--- src/rtl/dmac_ctl_pkg.sv ---
package dmac_ctl_pkg;
   // register offsets on the control bus
   localparam int OFS_CTRL  = 0;
   localparam int OFS_STAT  = 1;
   localparam int OFS_DMASK = 2;

   // control word fields
   localparam int CTRL_EN_BIT    = 0;
   localparam int CTRL_DRAIN_LSB = 2;
   localparam int CTRL_DRAIN_W   = 2;

   // status word: mask half starts here
   localparam int MASK_LSB = 16;
endpackage

--- src/rtl/dmac_glob_regs.sv ---
module dmac_glob_regs
   import dmac_ctl_pkg::*;
#(
   parameter int             DW        = 32,
   parameter int             AW        = 2,
   parameter logic [DW-1:0]  DMASK_RST = DW'(32'h1201),
   parameter int             HALT_BIT  = 16
) (
   input  logic          clk,
   input  logic          rst_n,
   input  logic          wr_en,
   input  logic [AW-1:0] addr,
   input  logic [DW-1:0] wdata,
   output logic [DW-1:0] ctrl_q,
   output logic [DW-1:0] dmask_q,
   output logic          active,
   output logic          drain_on
);
   logic wr_ctrl, wr_dmask;

   assign wr_ctrl  = wr_en && (addr == AW'(OFS_CTRL));
   assign wr_dmask = wr_en && (addr == AW'(OFS_DMASK));

   always_ff @(posedge clk or negedge rst_n) begin
      if (!rst_n) begin
         ctrl_q  <= '0;
         dmask_q <= DMASK_RST;
      end else begin
         if (wr_ctrl)  ctrl_q  <= wdata;
         if (wr_dmask) dmask_q <= wdata;
      end
   end

   assign active   = ctrl_q[CTRL_EN_BIT] & ~dmask_q[HALT_BIT];
   assign drain_on = |ctrl_q[CTRL_DRAIN_LSB +: CTRL_DRAIN_W];
endmodule

--- src/rtl/dmac_rr_arb.sv ---
module dmac_rr_arb #(
   parameter  int NCH = 10,
   localparam int PW  = (NCH > 1) ? $clog2(NCH) : 1
) (
   input  logic           clk,
   input  logic           rst_n,
   input  logic           active,
   input  logic [NCH-1:0] req,
   output logic [NCH-1:0] grant_q
);
   logic [PW-1:0] ptr_q;
   logic [PW-1:0] ptr_nx;

   generate
      if ((1 << PW) == NCH) begin : g_pow2
         assign ptr_nx = ptr_q + PW'(1);
      end else begin : g_wrap
         assign ptr_nx = (ptr_q == PW'(NCH - 1)) ? '0 : ptr_q + PW'(1);
      end
   endgenerate

   always_ff @(posedge clk or negedge rst_n) begin
      if (!rst_n) begin
         ptr_q   <= '0;
         grant_q <= '0;
      end else begin
         grant_q <= '0;
         if (active) begin
            if (req[ptr_q]) grant_q <= NCH'(1) << ptr_q;
            ptr_q <= ptr_nx;
         end
      end
   end
endmodule

--- src/rtl/dmac_int_ctl.sv ---
module dmac_int_ctl
   import dmac_ctl_pkg::*;
#(
   parameter int NCH = 10,
   parameter int SW  = 15,
   parameter int DW  = 32
) (
   input  logic           clk,
   input  logic           rst_n,
   input  logic           stat_wr,
   input  logic [DW-1:0]  wdata,
   input  logic [NCH-1:0] fin,
   output logic [SW-1:0]  status_q,
   output logic [SW-1:0]  mask_q,
   output logic           irq
);
   logic [SW-1:0] set_v, clr_v, tog_v;

   generate
      for (genvar i = 0; i < SW; i++) begin : g_set
         if (i < NCH) begin : g_live
            assign set_v[i] = fin[i];
         end else begin : g_tie
            assign set_v[i] = 1'b0;
         end
      end
   endgenerate

   assign clr_v = stat_wr ? wdata[SW-1:0]          : '0;
   assign tog_v = stat_wr ? wdata[MASK_LSB +: SW]  : '0;

   always_ff @(posedge clk or negedge rst_n) begin
      if (!rst_n) begin
         status_q <= '0;
         mask_q   <= '0;
      end else begin
         status_q <= (status_q & ~clr_v) | set_v;
         mask_q   <= mask_q ^ tog_v;
      end
   end

   assign irq = |(status_q & mask_q);
endmodule

--- src/rtl/dma_ctl_top.sv ---
module dma_ctl_top
   import dmac_ctl_pkg::*;
#(
   parameter int                 NUM_CH    = 10,
   parameter int                 DATA_W    = 32,
   parameter int                 REG_AW    = 2,
   parameter int                 STAT_W    = 15,
   parameter logic [DATA_W-1:0]  DMASK_RST = DATA_W'(32'h1201),
   parameter int                 HALT_BIT  = 16
) (
   input  logic              clk,
   input  logic              rst_n,
   input  logic              reg_wr_en,
   input  logic [REG_AW-1:0] reg_addr,
   input  logic [DATA_W-1:0] reg_wdata,
   output logic [DATA_W-1:0] reg_rdata,
   input  logic [NUM_CH-1:0] ch_req,
   output logic [NUM_CH-1:0] ch_grant,
   input  logic [NUM_CH-1:0] ch_done,
   output logic [NUM_CH-1:0] ch_stop,
   output logic              cpu_irq
);
   generate
      if (NUM_CH < 2 || NUM_CH > STAT_W) begin : g_bad_nch
         $error("NUM_CH must lie between 2 and STAT_W");
      end
      if (DATA_W < MASK_LSB + STAT_W) begin : g_bad_dw
         $error("DATA_W too narrow for status and mask halves");
      end
      if (HALT_BIT >= DATA_W) begin : g_bad_halt
         $error("HALT_BIT outside the data word");
      end
   endgenerate

   logic [DATA_W-1:0] ctrl_q, dmask_q;
   logic              active, drain_on;
   logic [STAT_W-1:0] status_q, mask_q;
   logic              stat_wr;
   logic [NUM_CH-1:0] fin;
   logic [DATA_W-1:0] stat_word;

   dmac_glob_regs #(
      .DW(DATA_W), .AW(REG_AW), .DMASK_RST(DMASK_RST), .HALT_BIT(HALT_BIT)
   ) regs_i (
      .clk(clk), .rst_n(rst_n), .wr_en(reg_wr_en), .addr(reg_addr),
      .wdata(reg_wdata), .ctrl_q(ctrl_q), .dmask_q(dmask_q),
      .active(active), .drain_on(drain_on)
   );

   dmac_rr_arb #(.NCH(NUM_CH)) arb_i (
      .clk(clk), .rst_n(rst_n), .active(active), .req(ch_req),
      .grant_q(ch_grant)
   );

   assign stat_wr = reg_wr_en && (reg_addr == REG_AW'(OFS_STAT));
   assign fin     = ch_done | (drain_on ? ch_grant : '0);
   assign ch_stop = fin;

   dmac_int_ctl #(.NCH(NUM_CH), .SW(STAT_W), .DW(DATA_W)) intc_i (
      .clk(clk), .rst_n(rst_n), .stat_wr(stat_wr), .wdata(reg_wdata),
      .fin(fin), .status_q(status_q), .mask_q(mask_q), .irq(cpu_irq)
   );

   always_comb begin
      stat_word                      = '0;
      stat_word[STAT_W-1:0]          = status_q;
      stat_word[MASK_LSB +: STAT_W]  = mask_q;
      case (reg_addr)
         REG_AW'(OFS_CTRL):  reg_rdata = ctrl_q;
         REG_AW'(OFS_STAT):  reg_rdata = stat_word;
         REG_AW'(OFS_DMASK): reg_rdata = dmask_q;
         default:            reg_rdata = '0;
      endcase
   end
endmodule

--- config.mk ---
export PLATFORM = sky130hd
export DESIGN_NAME = dma_ctl_top
export DESIGN_NICKNAME = d
export VERILOG_FILES = /design/src/rtl/dmac_ctl_pkg.sv /design/src/rtl/dmac_glob_regs.sv /design/src/rtl/dmac_rr_arb.sv /design/src/rtl/dmac_int_ctl.sv /design/src/rtl/dma_ctl_top.sv
export SDC_FILE = /design/constraint.sdc
export NUM_CORES = 1
export LEC_CHECK = 0
export ABC_AREA = 1
export BUFFER_PORTS_ARGS = -buffer_cell sky130_fd_sc_hd__buf_2
export CORE_MARGIN = 3
export CORE_UTILIZATION = 44
export DETAILED_ROUTE_END_ITERATION = 8
export HOLD_SLACK_MARGIN = 0.12
export PLACE_DENSITY = 0.67
export SLEW_MARGIN = 20
export SYNTH_ARGS = -nofsm -noshare
export SYNTH_HDL_FRONTEND = slang
export SYNTH_SLANG_ARGS = --single-unit
--- constraint.sdc ---
create_clock -name clk -period 2.19 [get_ports clk]
set_clock_uncertainty 0.2 [all_clocks]
set_input_delay 0 -clock clk [delete_from_list [all_inputs] [get_ports clk]]
set_output_delay 0 -clock clk [all_outputs]
set_load 0.02 [all_outputs]
==> impl_results.md <==
* Status: completed
* Worst-skew pair later-pin latency at 0.35 ns
* Clk slew on worst S/H paths at 0.07 ns
* Final core occ at 0.6000
* TritonCTS buffer count at 9
* Clk pwr share at 0.300
* Max-cap violations at 0
* Critical Path Most Common Cell: nand2_1
* Met3 track demand over resource at 0.04636
* Synth top area share at 0.5298
* Worst-path cell chain: inv_4, nand2_1, nand2_1, nand2_1, nand2_1, nand2_1, dlygate4sd3_1, nand3_2, nand2_1, nor2_1
* Asr flop ratio synth at 1.000
* Setup TNS at 0 ns
* Final Cycle Share at 0.9422
* Clock Tree Buf Depth at 2
* Initial Util at 0.4535
* Worst Path Required at 2.27 ns
* Die width at 112.2 um
* Nets at 823
* GPL Wtd Cong at 0.9054
* Flop2flop setup slack at 0.13 ns
* Worst setup margin at 0.1267 ns
* GRT Total Usage at 0.2200
* I/O Buffers at 109
* Post-place setup slack at 0.6465 ns
* Hold path endpoint: intc_i.status_q[11]
* Worst slew pin tran at 0.6160 ns
* RSZ-0062 raised after global routing: false
* Min cycle time layout at 2.063 ns
* GR met2 Demand/Resource at 0.3651
* Fmax at 484.7 MHz
* Rel. slew slack at 0.5893
* Die H at 112.2 um
* CP Launch Type: register
* # diodes at 0
* Comb pwr share at 0.241
* Netlist cell types at 27
* Std-Cell Rows at 38
* Final setup vio count at 0
* Setup Crit Path Kind: reg -> reg
* Vias/cell at 4.883
* EDFF count, synth at 0
* Crit-path max cell delay at 0.59 ns
* Slew Viols, Final at 0
* Min-Delay Startpoint: reg_addr[1]
* First-pass GRT wire length at 22270 um
* WHS at 0.1812 ns
* Min-Delay Path Class: in -> reg
* Worst vdd ir at 0.4331 mV
* Synthesized net count at 663
* Seq cells post-synth at 108
* Vias in the first global route at 4633
* Yosys warning count at 0
* Cell family with most CP delay: buffers and inverters
* Crit path buffers/inverters at 2
* Max FO, Critical Path at 8
* Global route overflow at 0
* RR Endpoint: arb_i.grant_q[5]
* Cell taking the most area after synthesis: dfrtp_1
* Io pins at 110
* DR iter-0 viols at 299
* Layout Area Growth over Synthesis at 32.29%
* Most frequent cell after synthesis: nand2_1
* Switching power of the nets at 1.925 mW
* Power Dens Cells at 900.1 nW/um^2
* Largest net degree at the start of global routing at 65
* # DRC at 0
* # fillers at 995
* HPWL after detailed placement at 8709 um
* Mapped Area at 4960 um^2
* Cell depth of the worst flop-to-flop path at 10
* Drt wl/cell at 14.40 um
* Most common flop cell mapped by yosys: dfrtp_1
* DIE AREA at 12580 um^2
* DRT Pass-1 Iters at 4
* Pleak at 3.393 nW
* Top post-synthesis cells by area: dfrtp_1 53%, nand2_1 16%, o21ai_0 4.9%, inv_1 4.5%, nand3_1 3.3%
* R2r startpoint: arb_i.ptr_q[0]
* Core Area at 10940 um^2
* Routed Antenna Nets at 0
* Crit path arrival time at 2.14 ns
* P_int at 3.981 mW
* Busiest layer in global routing: met2
* CTS tree: yes
* Routed via count at 4439
* Synth Instances at 604
* Most common library cells after synthesis: 214 x nand2_1, 105 x dfrtp_1, 59 x inv_1
* Switching share of total power at 0.3259
* Root buffer cell: clkbuf_16
* H-tree levels at 3
* Mean post-synth cell area at 8.212 um^2
* Seq pwr share at 0.459
* Crit end category: register
* Layout cells sized above 1 at 0.2081
* Sequential cell area fraction in the yosys report at 0.5457
* Initial antenna violation count at 0
* Hold depth at 6
* Final wirelength at 13090 um
* M1 GR Usage at 0.2879
* Final hold vios at 0
* Crit-path slowest cell: dlygate4sd3_1
* TritonCTS Sinks at 108
[power groups by stage]
| stage | registers (mW) | logic (mW) | clock network, mW |
|---|---|---|---|
| detailed placement | 2.74 | 1.30 | 0 |
| floorplan | 2.65 | 0.906 | 0 |
| global route | 2.76 | 1.62 | 1.88 |
| finish | 2.71 | 1.42 | 1.77 |
| global placement | 2.73 | 1.27 | 0 |
| CTS | 2.71 | 1.41 | 1.80 |
[worst register-to-register path: cells and delay by family, from the launching register on]
family                 cells  cell delay (ns)
buffers and inverters      2             0.69
DFF                        1             0.46
and+or+nand+nor            8             0.65
[placed cells by master, fill, tap and decap left out, types with 3 or more instances in the layout]
cell / n
nor2_1: 26
dfstp_2: 3
xor2_1: 16
buf_2: 108
dlygate4sd3_1: 52
nand3_1: 33
nand2_1: 214
nor2_2: 12
buf_4: 9
clkinvlp_4: 3
clkbuf_16: 9
o21bai_1: 10
o21ai_1: 24
buf_12: 3
a21o_1: 10
o21ai_0: 49
inv_1: 59
dfrtp_1: 104
[logic make-up after synthesis]
family	after synthesis	synth area share
adders and majority gates	2	0.005045
AOI/OAI and AO/OA	98	0.1123
xor gates and xnor gates	16	0.02825
and+or+nand+nor	293	0.2414
DFF	108	0.5457
buffers and inverters	87	0.06735
[registers in the layout, indices dropped and copies added (netlist names)]
register and flops:
intc_i.mask_q 15, arb_i.grant_q 10, intc_i.status_q 15, regs_i.ctrl_q 32, regs_i.dmask_q 32, arb_i.ptr_q 4
[per-stage QoR]
step / instances / area (um^2) / power, mW
after floorplan: 604 / 4960 / 3.555
after global placement: 839 / 5685 / 3.996
after detailed placement: 839 / 5685 / 4.046
after CTS: 908 / 6553 / 5.919
after global routing: 909 / 6561 / 6.264
final: 909 / 6561 / 5.906
[worst max path at each step]
stage	startpoint	endpoint	slack (ns)	cells after the start
finish	arb_i.ptr_q[0]	arb_i.grant_q[5]	0.13	10
global route	arb_i.ptr_q[0]	arb_i.grant_q[5]	0.03	10
CTS	arb_i.ptr_q[0]	arb_i.grant_q[5]	0.07	10
detailed placement	arb_i.ptr_q[0]	arb_i.grant_q[5]	0.65	9
global placement	arb_i.ptr_q[0]	arb_i.grant_q[5]	0.71	9
floorplan	regs_i.ctrl_q[2]	intc_i.status_q[0]	0.67	3
[per-layer routing]
layer,vias up,routed length (um)
li1,2205,-
met3,18,685
met4,0,248
met2,113,6162
met1,2103,5992
met5,-,0
[area by class of cell]
| type | instances | area [um^2] | area share |
|---|---|---|---|
| Sequential cell | 108 | 2708 | 0.4127 |
| Multi-Input combinational cell | 409 | 1919 | 0.2925 |
| Timing Repair Buffer | 173 | 1194 | 0.1819 |
| Clock buffer | 10 | 239.0 | 0.03642 |
| Inverter | 63 | 239.0 | 0.03642 |
| Tap cell | 140 | 175.2 | 0.02670 |
| Clock inverter | 6 | 87.58 | 0.01335 |
[what timing repair did]
item	CTS	global route
hold buffers	53	0
endpoints found under the hold margin	212	0
buffers inserted	0	1
endpoints found under the setup margin	0	8
resized for setup	0	2
(Power assumes the default switching activity.)
